## src/rtl/ssc_pkg.sv

```systemverilog
package ssc_pkg;
    parameter int unsigned SSC_WAYS = 8;

    function automatic int unsigned idx_w(input int unsigned n);
        return (n < 2) ? 1 : $clog2(n);
    endfunction
endpackage

```

## src/rtl/ssc_rank_order.sv

```systemverilog
module ssc_rank_order #(
    parameter int unsigned NUM_WAYS = ssc_pkg::SSC_WAYS,
    localparam int unsigned WW = ssc_pkg::idx_w(NUM_WAYS)
) (
    input  logic [NUM_WAYS*WW-1:0] rank_vec,
    output logic [NUM_WAYS*WW-1:0] way_at_rank
);
    // invert the way->rank permutation into rank->way
    always_comb begin
        way_at_rank = '0;
        for (int w = 0; w < NUM_WAYS; w++) begin
            way_at_rank[int'(rank_vec[w*WW +: WW])*WW +: WW] = WW'(w);
        end
    end
endmodule

```

## src/rtl/ssc_pick.sv

```systemverilog
module ssc_pick #(
    parameter int unsigned NUM_WAYS = ssc_pkg::SSC_WAYS,
    localparam int unsigned WW = ssc_pkg::idx_w(NUM_WAYS)
) (
    input  logic [NUM_WAYS-1:0]    valid,
    input  logic [NUM_WAYS-1:0]    dirty,
    input  logic [NUM_WAYS-1:0]    spent,
    input  logic [NUM_WAYS*WW-1:0] rank_vec,
    input  logic [NUM_WAYS*WW-1:0] way_at_rank,
    output logic [WW-1:0]          victim,
    output logic                   wb,
    output logic [NUM_WAYS-1:0]    skip
);
    logic [NUM_WAYS-1:0] eligible;
    logic                has_inv;
    logic [WW-1:0]       inv_way;
    logic                found;
    int                  vrank;
    logic [WW-1:0]       scan_way;

    assign eligible = ~dirty | spent;

    always_comb begin
        has_inv = 1'b0;
        inv_way = '0;
        for (int w = NUM_WAYS - 1; w >= 0; w--) begin
            if (!valid[w]) begin
                has_inv = 1'b1;
                inv_way = WW'(w);
            end
        end
    end

    // highest eligible rank wins (last assignment in ascending scan)
    always_comb begin
        found = 1'b0;
        vrank = NUM_WAYS - 1;
        for (int r = 0; r < NUM_WAYS; r++) begin
            if (eligible[way_at_rank[r*WW +: WW]]) begin
                found = 1'b1;
                vrank = r;
            end
        end
        scan_way = way_at_rank[vrank*WW +: WW];
    end

    always_comb begin
        for (int w = 0; w < NUM_WAYS; w++) begin
            skip[w] = !has_inv && dirty[w] && !spent[w] &&
                      (!found || (int'(rank_vec[w*WW +: WW]) > vrank));
        end
    end

    assign victim = has_inv ? inv_way : scan_way;
    assign wb     = valid[victim] && dirty[victim];
endmodule

```

## src/rtl/ssc_flags.sv

```systemverilog
module ssc_flags #(
    parameter int unsigned NUM_WAYS = ssc_pkg::SSC_WAYS,
    localparam int unsigned WW = ssc_pkg::idx_w(NUM_WAYS)
) (
    input  logic                clk,
    input  logic                rst_n,
    input  logic                repl,
    input  logic [WW-1:0]       victim,
    input  logic [NUM_WAYS-1:0] skip,
    input  logic                hit,
    input  logic [WW-1:0]       hit_way,
    output logic [NUM_WAYS-1:0] spent_q
);
    logic [NUM_WAYS-1:0] spent_d;
    logic [NUM_WAYS-1:0] clr_victim;
    logic [NUM_WAYS-1:0] clr_hit;

    assign clr_victim = repl ? (NUM_WAYS'(1) << victim) : '0;
    assign clr_hit    = hit  ? (NUM_WAYS'(1) << hit_way) : '0;

    always_comb begin
        spent_d = spent_q;
        if (repl) spent_d = (spent_d | skip) & ~clr_victim;
        spent_d = spent_d & ~clr_hit;
    end

    always_ff @(posedge clk) begin
        if (!rst_n) spent_q <= '0;
        else        spent_q <= spent_d;
    end
endmodule

```

## src/rtl/ssc_victim_sel.sv

```systemverilog
module ssc_victim_sel #(
    parameter int unsigned NUM_WAYS = ssc_pkg::SSC_WAYS,
    localparam int unsigned WW = ssc_pkg::idx_w(NUM_WAYS)
) (
    input  logic                   clk,
    input  logic                   rst_n,
    input  logic [NUM_WAYS-1:0]    line_valid,
    input  logic [NUM_WAYS-1:0]    line_dirty,
    input  logic [NUM_WAYS*WW-1:0] lru_rank,
    input  logic                   hit_strobe,
    input  logic [WW-1:0]          hit_way,
    input  logic                   repl_strobe,
    output logic [WW-1:0]          victim_way,
    output logic                   victim_wb
);
    logic [NUM_WAYS*WW-1:0] way_at_rank;
    logic [NUM_WAYS-1:0]    spent_q;
    logic [NUM_WAYS-1:0]    skip;

    ssc_rank_order #(.NUM_WAYS(NUM_WAYS)) u_order (
        .rank_vec   (lru_rank),
        .way_at_rank(way_at_rank)
    );

    ssc_pick #(.NUM_WAYS(NUM_WAYS)) u_pick (
        .valid      (line_valid),
        .dirty      (line_dirty),
        .spent      (spent_q),
        .rank_vec   (lru_rank),
        .way_at_rank(way_at_rank),
        .victim     (victim_way),
        .wb         (victim_wb),
        .skip       (skip)
    );

    ssc_flags #(.NUM_WAYS(NUM_WAYS)) u_flags (
        .clk    (clk),
        .rst_n  (rst_n),
        .repl   (repl_strobe),
        .victim (victim_way),
        .skip   (skip),
        .hit    (hit_strobe),
        .hit_way(hit_way),
        .spent_q(spent_q)
    );
endmodule

```

## config.mk

```make
export PLATFORM = sky130hd
export DESIGN_NAME = ssc_victim_sel
export DESIGN_NICKNAME = d
export VERILOG_FILES = /design/src/rtl/ssc_pkg.sv /design/src/rtl/ssc_rank_order.sv /design/src/rtl/ssc_pick.sv /design/src/rtl/ssc_flags.sv /design/src/rtl/ssc_victim_sel.sv
export SDC_FILE = /design/constraint.sdc
export NUM_CORES = 1
export LEC_CHECK = 0
export ABC_CLOCK_PERIOD_IN_PS = 5350
export BUFFER_PORTS_ARGS = -buffer_cell sky130_fd_sc_hd__buf_2
export CAP_MARGIN = 5
export CORE_MARGIN = 4
export CORE_UTILIZATION = 60
export DETAILED_ROUTE_END_ITERATION = 6
export GPL_TIMING_DRIVEN = 0
export HOLD_SLACK_MARGIN = 0.05
export PLACE_DENSITY = 0.83
export SLEW_MARGIN = 20
export SYNTH_ARGS = -nofsm -noshare
export SYNTH_HDL_FRONTEND = slang
export SYNTH_SLANG_ARGS = --single-unit
```

## constraint.sdc

```tcl
create_clock -name clk -period 5.35 [get_ports clk]
set_input_delay 0.2675 -clock clk [delete_from_list [all_inputs] [get_ports clk]]
set_output_delay 0.2675 -clock clk [all_outputs]
set_load 0.005 [all_outputs]
```

## After elaboration in Yosys (flattened, before gate mapping)

Cells that the tools add are included.

| cells by class | value |
|---|---|
| multiplexer cells | 63 |
| reduce and logical (&&, ||, !) cells | 43 |
| $add $sub $neg | 8 |
| multipliers | 9 |
| magnitude comparators | 17 |
| shift-type cells | 19 |
| bitwise gates (word level) | 8 |

Operator list:

| operator | number |
|---|---|
| $neg 5->34 | 8 |
| $shift 3x34->24 const A | 8 |
| $shiftx 3x34->24 const A | 8 |
| $bwmux 24 | 7 |
| $mux 3 | 17 |
| $mul 3x2->5 const B | 9 |
| $lt 3x4->1 const B | 9 |
| $shiftx 24x33->3 | 1 |
| $bmux 1 s3 | 10 |
| $mux 1 | 26 |
| $logic_and 1x1->1 | 25 |
| $and 24x24->24 | 1 |
| $gt 3x3->1 | 8 |
| $mux 8 | 3 |
| $not 8->8 | 3 |
| $and 8x8->8 | 2 |
| $or 8x8->8 | 2 |
| $shl 1x3->8 const A | 2 |
| $logic_not 1->1 | 10 |
| $logic_or 1x1->1 | 8 |

| word-level totals | value |
|---|---|
| flip-flop bits (word level) | 8 |
| output and inout port bits | 4 |
| input bits | 47 |
| word-level logic and storage cells | 168 |

## Depth between registers and ports, before layout

| depth | value |
|---|---|
| word-level depth | 30 |
| depth in mapped cells | 21 |
| depth with buffers taken out | 19 |

## By module

Synthesis repeated with hierarchy kept, for this count alone.

| second synthesis, totals | value |
|---|---|
| cells, all modules | 601 |
| area, all modules | 4705.8 sq um |

By module, submodules not included:

| module | area each (sq um) | cells each | times used |
|---|---|---|---|
| ssc_pick | 2826.5 | 354 | 1 |
| ssc_rank_order | 1393.8 | 206 | 1 |
| ssc_flags | 485.5 | 41 | 1 |

## Worst setup path before layout

No wires, ideal clock.

| timing | value |
|---|---|
| path type | input-to-output |
| start point | in lru_rank[15] |
| end point | out victim_wb |
| buffers on the path | 1 |
| data arrival time | 4.252 ns |
| required time | 5.083 ns |
| path slack | 0.830 ns |
| stages on the path | 17 |
| cell sequence | inv_1 > ha_1 > buf_2 > or3b_1 > a21oi_2 > mux2i_1 > a2111oi_0 > or4_1 > or2_4 > nand2b_1 > a311oi_4 > or2b_1 > a311oi_2 > a21oi_4 > mux2_2 > a22o_1 > a21o_1 |

| between the ends | value |
|---|---|
| cells in the longest elaborated chain, start to end | 22 |
| elaborated cells on any way between the ends | 39 |
| classes of those cells | 1 x add/sub; 2 x mul; 3 x shift; 32 x mux; 1 x reduce/logical |

Ends and longest elaborated chain:

| element | RTL line | RTL |
|---|---|---|
| start: declaration | ssc_victim_sel.sv:9 | `input logic [NUM_WAYS*WW-1:0] lru_rank,` |
| $mul 3x2->5 * | ssc_rank_order.sv:12 | `way_at_rank[int'(rank_vec[w*WW +: WW])*WW +: WW] = WW'(w);` |
| $neg 5->34 * | ssc_rank_order.sv:12 |  |
| $shiftx 3x34->24 or $shift 3x34->24 (tied branches) | ssc_rank_order.sv:12 |  |
| $bwmux 24 * (3 in series) | ssc_rank_order.sv:12 |  |
| $bmux 1 s3 | ssc_pick.sv:39 | `if (eligible[way_at_rank[r*WW +: WW]]) begin` |
| $mux 1 (implied by the code) | ssc_pick.sv:39 |  |
| $mux 3 (8 in series) | ssc_pick.sv:39 |  |
| $mul 3x2->5 | ssc_pick.sv:44 | `scan_way = way_at_rank[vrank*WW +: WW];` |
| $shiftx 24x33->3 * | ssc_pick.sv:44 |  |
| $mux 3 * | ssc_pick.sv:54 | `assign victim = has_inv ? inv_way : scan_way;` |
| via victim_way[0] | ssc_victim_sel.sv:13 | `output logic [WW-1:0] victim_way,` |
| $bmux 1 s3 | ssc_pick.sv:55 | `assign wb = valid[victim] && dirty[victim];` |
| $mux 1 (implied by the code) | ssc_pick.sv:55 |  |
| $logic_and 1x1->1 * | ssc_pick.sv:55 |  |
| end: declaration | ssc_victim_sel.sv:14 | `output logic victim_wb` |

The timed path passes the listed nets; every way through them passes the cells marked *. The select of a mux whose other input is x is not followed.

## Worst setup path in the final report

| timing | value |
|---|---|
| start point | in lru_rank[15] |
| end point | out victim_wb |

| between the ends | value |
|---|---|
| cells in the longest elaborated chain, start to end | 22 |
| elaborated cells on any way between the ends | 39 |
| classes of those cells | 1 x add/sub; 2 x mul; 3 x shift; 32 x mux; 1 x reduce/logical |

Ends and longest elaborated chain:

| element | RTL line |
|---|---|
| $mul 3x2->5 * | ssc_rank_order.sv:12 |
| $neg 5->34 * | ssc_rank_order.sv:12 |
| $shiftx 3x34->24 or $shift 3x34->24 (tied branches) | ssc_rank_order.sv:12 |
| $bwmux 24 * (3 in series) | ssc_rank_order.sv:12 |
| $bmux 1 s3 | ssc_pick.sv:39 |
| $mux 1 (implied by the code) | ssc_pick.sv:39 |
| $mux 3 (8 in series) | ssc_pick.sv:39 |
| $mul 3x2->5 | ssc_pick.sv:44 |
| $shiftx 24x33->3 * | ssc_pick.sv:44 |
| $mux 3 * | ssc_pick.sv:54 |
| $bmux 1 s3 | ssc_pick.sv:55 |
| $mux 1 (implied by the code) | ssc_pick.sv:55 |
| $logic_and 1x1->1 * | ssc_pick.sv:55 |

Every way passes the cells marked *; elsewhere a longest branch is shown, timed or not. The select of a mux whose other input is x is not followed.

==> impl_metrics.prom <==
# TYPE chip_impl_metric gauge
chip_impl_metric{name="syn2layout_area_growth",unit="%"} 14.5
chip_impl_metric{name="drive_above_1_share",unit="%"} 21.6
chip_impl_metric{name="post_drt_wl_per_cell",unit="µm"} 22.4
chip_impl_metric{name="timing.critical_path.arrival",unit="ns"} 4.91
chip_impl_metric{name="clkTransAtPathRegs",unit="ns"} 0.04
chip_impl_metric{name="multi_input_comb_area",unit="mm²"} 0.00348
chip_impl_metric{name="fmaxAchievable",unit="GHz"} 0.193
chip_impl_info{name="endpoint_kind",value="output port"} 1
chip_impl_info{name="path_delay_family",value="compound AO/OA/AOI/OAI gates"} 1
chip_impl_info{name="tritoncts",value="built"} 1
chip_impl_metric{name="synthesis.area_per_instance",unit="µm²"} 7.54
chip_impl_metric{name="dieArea",unit="mm²"} 0.00757
chip_impl_metric{name="drc",unit=""} 0
chip_impl_info{name="critical_path_most_common_cell",value="buf_2"} 1
chip_impl_metric{name="synth-async-reset-ratio",unit="%"} 0
chip_impl_metric{name="slew_of_the_pin_with_the_lowest_slew_margin",unit="ns"} 0.889
chip_impl_metric{name="number_of_antenna_violations_at_the_first_check_in_global_routing",unit=""} 0
chip_impl_info{name="cell_breakdown_of_the_critical_path",value="buf_2 > inv_1 > ha_1 > buf_2 > or3b_1 > a21oi_2 > mux2i_1 > a2111oi_0 > or4_1 > or2_4 > o211ai_2 > buf_2 > o21a_1 > nand3_1 > a31o_2 > a21oi_4 > mux2_1 > a22o_1 > a21o_1 > buf_2"} 1
chip_impl_info{name="synth_top_area_cell",value="ha_1"} 1
chip_impl_metric{name="utilization",unit="%"} 71.6
chip_impl_metric{name="core-area",unit="mm²"} 0.00599
chip_impl_info{name="run_status",value="completed"} 1
chip_impl_metric{name="switching_power",unit="mW"} 0.409
chip_impl_info{name="grt_setup_unrepaired",value="no"} 1
chip_impl_metric{name="total_clock_buffers_created_by_cts",unit=""} 3
chip_impl_metric{name="cts_sinks",unit=""} 8
chip_impl_info{name="ys.flop_type",value="dfxtp_1"} 1
chip_impl_info{name="timing.hold.worst_endpoint",value="u_flags.spent_q[0]"} 1
chip_impl_info{name="layout_top_registers",value="u_flags.spent_q: 8 flops"} 1
chip_impl_metric{name="finalWeightedCongestion",unit=""} 1.02
chip_impl_metric{name="vias_per_cell",unit=""} 7.17
chip_impl_metric{name="route.antenna.remaining_nets",unit=""} 0
chip_impl_metric{name="pwr_density_cell",unit="mW/mm²"} 177
chip_impl_metric{name="ys_seq_area_share",unit="%"} 4.28
chip_impl_metric{name="largest_reg_flops",unit=""} 8
chip_impl_metric{name="layout_net_count",unit=""} 658
chip_impl_metric{name="static-leakage-power",unit="nW"} 1.99
chip_impl_metric{name="drtPass1Iterations",unit=""} 5
chip_impl_metric{name="floorplan.initialDensity",unit="%"} 62.5
chip_impl_info{name="hold_start",value="rst_n"} 1
chip_impl_metric{name="cap_violations",unit=""} 0
chip_impl_metric{name="path_max_fanout",unit=""} 10
chip_impl_metric{name="r2r_slack",unit="ns"} 0.95
chip_impl_metric{name="fin_crit_sh",unit="%"} 96.7
chip_impl_metric{name="dpl.hpwl",unit="mm"} 11.2
chip_impl_metric{name="fillers",unit=""} 477
chip_impl_metric{name="synth_largest_type_area_fraction",unit="%"} 16.0
chip_impl_metric{name="final.hold.worst_slack",unit="ns"} 0.424
chip_impl_metric{name="grt_first_pass_wirelength",unit="mm"} 21.2
chip_impl_metric{name="power.switching_fraction",unit="%"} 53.7
chip_impl_metric{name="min_period",unit="ns"} 5.17
chip_impl_metric{name="chipWidth",unit="µm"} 87.0
chip_impl_info{name="registers.top_by_ff_count",value="u_flags.spent_q"} 1
chip_impl_metric{name="irDropWorstVdd",unit="mV"} 0.173
chip_impl_metric{name="worst-path-buf-inv",unit=""} 5
chip_impl_metric{name="final_hold_violation_count",unit=""} 0
chip_impl_metric{name="clockPowerShare",unit="%"} 10.1
chip_impl_metric{name="first_iter_violations",unit=""} 585
chip_impl_metric{name="seq_area",unit="µm²"} 160
chip_impl_metric{name="total_length_of_routed_wires",unit="mm"} 14.3
chip_impl_info{name="synth.top_cells.by_count",value="ha_1, nand2_1, inv_1"} 1
chip_impl_metric{name="setup_viol_count_final",unit=""} 0
chip_impl_metric{name="post_cts_hold_buffer_count",unit=""} 0
chip_impl_metric{name="sequential_power_share",unit="%"} 7.9
chip_impl_metric{name="count_of_distinct_cell_types_in_the_synthesized_netlist",unit=""} 92
chip_impl_info{name="yosysMostFrequentCell",value="ha_1"} 1
chip_impl_metric{name="synth.yosys.warnings",unit=""} 0
chip_impl_info{name="startpoint_type",value="input port"} 1
chip_impl_info{name="reg2reg_to",value="u_flags.spent_q[6]"} 1
chip_impl_metric{name="clk_latency",unit="ns"} 0.24
chip_impl_metric{name="core.rowCount",unit=""} 28
chip_impl_metric{name="cts-htree-levels",unit=""} 1
chip_impl_metric{name="min_delay_path_depth",unit=""} 3
chip_impl_metric{name="grtUsageTotal",unit="%"} 36.1
chip_impl_metric{name="grt_pass1_vias",unit=""} 4170
chip_impl_metric{name="grt_max_degree",unit=""} 15
chip_impl_metric{name="postSynthCellCount",unit=""} 497
chip_impl_metric{name="slowest_delay",unit="ns"} 0.62
chip_impl_metric{name="maxSlewHeadroom",unit="%"} 40.6
chip_impl_metric{name="post_synth_instance_area",unit="mm²"} 0.00375
chip_impl_info{name="cpMaxStageDelayCell",value="or4_1"} 1
chip_impl_metric{name="global_route.overflow_total",unit=""} 0
chip_impl_metric{name="postSynthRegisterBits",unit=""} 8
chip_impl_metric{name="syn_nets",unit=""} 592
chip_impl_metric{name="synth-edff-count",unit=""} 0
chip_impl_metric{name="portion_of_total_power_attributed_to_combinational_logic",unit="%"} 82.0
chip_impl_info{name="path_class",value="in -> out"} 1
chip_impl_metric{name="finalMaxSlewViolations",unit=""} 0
chip_impl_metric{name="io_buffer_count",unit=""} 49
chip_impl_info{name="crit-reg2reg-launch",value="u_flags.spent_q[4]"} 1
chip_impl_info{name="cts_root_buf",value="clkbuf_8"} 1
chip_impl_metric{name="buffer_levels_on_the_longest_clock_path",unit=""} 2
chip_impl_metric{name="antennaDiodeCount",unit=""} 0
chip_impl_metric{name="depth_of_the_worst_register_to_register_path",unit=""} 18
chip_impl_info{name="post_synth_main_area_contributors",value="ha_1, nand2_1, dfxtp_1"} 1
chip_impl_metric{name="final.setup_skew",unit="ns"} 0.00213
chip_impl_metric{name="internal_power",unit="mW"} 0.352
chip_impl_info{name="hold_path.class",value="in -> reg"} 1
chip_impl_metric{name="top_level_ports",unit=""} 51
chip_impl_info{name="worst_setup_path_startpoint",value="lru_rank[15]"} 1
chip_impl_metric{name="worstPathRequired",unit="ns"} 5.08
chip_impl_metric{name="routed-via-count",unit=""} 4561
chip_impl_metric{name="die_h",unit="µm"} 87.0
## cell type report
class	instances	share of cell area [%]
multi-input cells	445	81.0
inverters	34	3.03
clock buffers	3	0.962
well taps	75	2.19
repair buffers	61	7.82
plain buffers	10	1.25
flip-flops and latches	8	3.73
## worst max path at each step
stage	to	slack [ns]	depth (start not counted)
final	victim_wb	0.18	20
after detailed placement	victim_wb	-0.45	20
after global routing	victim_wb	0.02	18
after floorplan	victim_wb	0.83	17
after global placement	victim_wb	-0.36	20
after CTS	victim_wb	0.03	20
## repair_timing
item / 4_1_cts / 5_1_grt
cloned: 0 / 0
gates resized for setup: 4 / 9
buffers inserted: 7 / 5
pin swaps: 2 / 1
setup endpoints to repair: 1 / 1
## cell usage in the layout (no fill, tap or decap), types with 5 or more instances in the layout
cell	count
a21o_1	11
o211a_1	8
nor2_1	17
nor4_1	6
buf_4	12
or3_1	5
buf_2	56
nand2b_1	24
a211oi_1	8
and2_1	7
inv_1	31
a211o_1	6
o21ai_0	13
a31oi_1	18
xnor2_1	6
dfxtp_1	8
a21oi_1	28
o221ai_1	11
mux2i_1	12
ha_1	48
nand3_1	15
nor2b_1	12
nand2_1	45
a22oi_1	12
or3b_1	6
o211ai_1	9
nand4_1	5
nor3_1	5
## through the flow
stage          cells  worst slack [ns]  cell area (µm²)  TNS (ns)  total power, mW
2_1_floorplan    497             0.830             3750         0            0.458
3_3_place_gp     621            -0.356             4090    -0.356            0.607
6_report         636             0.177             4290         0            0.761
5_1_grt          636            0.0201             4290         0            0.810
4_1_cts          631            0.0326             4200         0            0.722
3_5_place_dp     621            -0.450             4090    -0.450            0.627
## worst reg2reg max path: stages, from the launching register on
cell and delay [ns]:
dfxtp_1 0.32, nor2b_1 0.62, nand3_1 0.16, mux2i_1 0.16, a2111oi_0 0.08, or4_1 0.62
or2_4 0.28, nand2b_1 0.18, a311oi_4 0.21, buf_4 0.20, buf_4 0.15, buf_4 0.14
ha_1 0.25, a21o_1 0.17, a21oi_1 0.17, a31oi_1 0.12, o211a_1 0.25, o221ai_1 0.17
a21oi_1 0.06
## layer usage
layer  track usage, %  vias up  share of wire [%]
met2             59.3      330                 46
li1                 -     2094                  -
met4             17.7        0                5.5
met3             4.16       74                 10
met1             46.5     2063                 39
met5                0        -                  0
## power by group through the flow
| stage | clock [mW] | combinational (mW) | sequential (mW) |
|---|---|---|---|
| 4_1_cts | 0.0749 | 0.587 | 0.0599 |
| 3_5_place_dp | 0 | 0.566 | 0.0609 |
| 3_3_place_gp | 0 | 0.546 | 0.0609 |
| 5_1_grt | 0.0798 | 0.670 | 0.0598 |
| 2_1_floorplan | 0 | 0.397 | 0.0609 |
| 6_report | 0.0770 | 0.624 | 0.0599 |
## logic make-up after synthesis
| group | synth area share, % |
|---|---|
| flops | 4.28 |
| xor+xnor | 3.67 |
| simple gates | 26.9 |
| buf+inv | 4.84 |
| mux | 4.71 |
| fa+ha+maj | 16.0 |
| compound gates | 39.5 |
No activity file was read; power rests on OpenSTA's default activity.
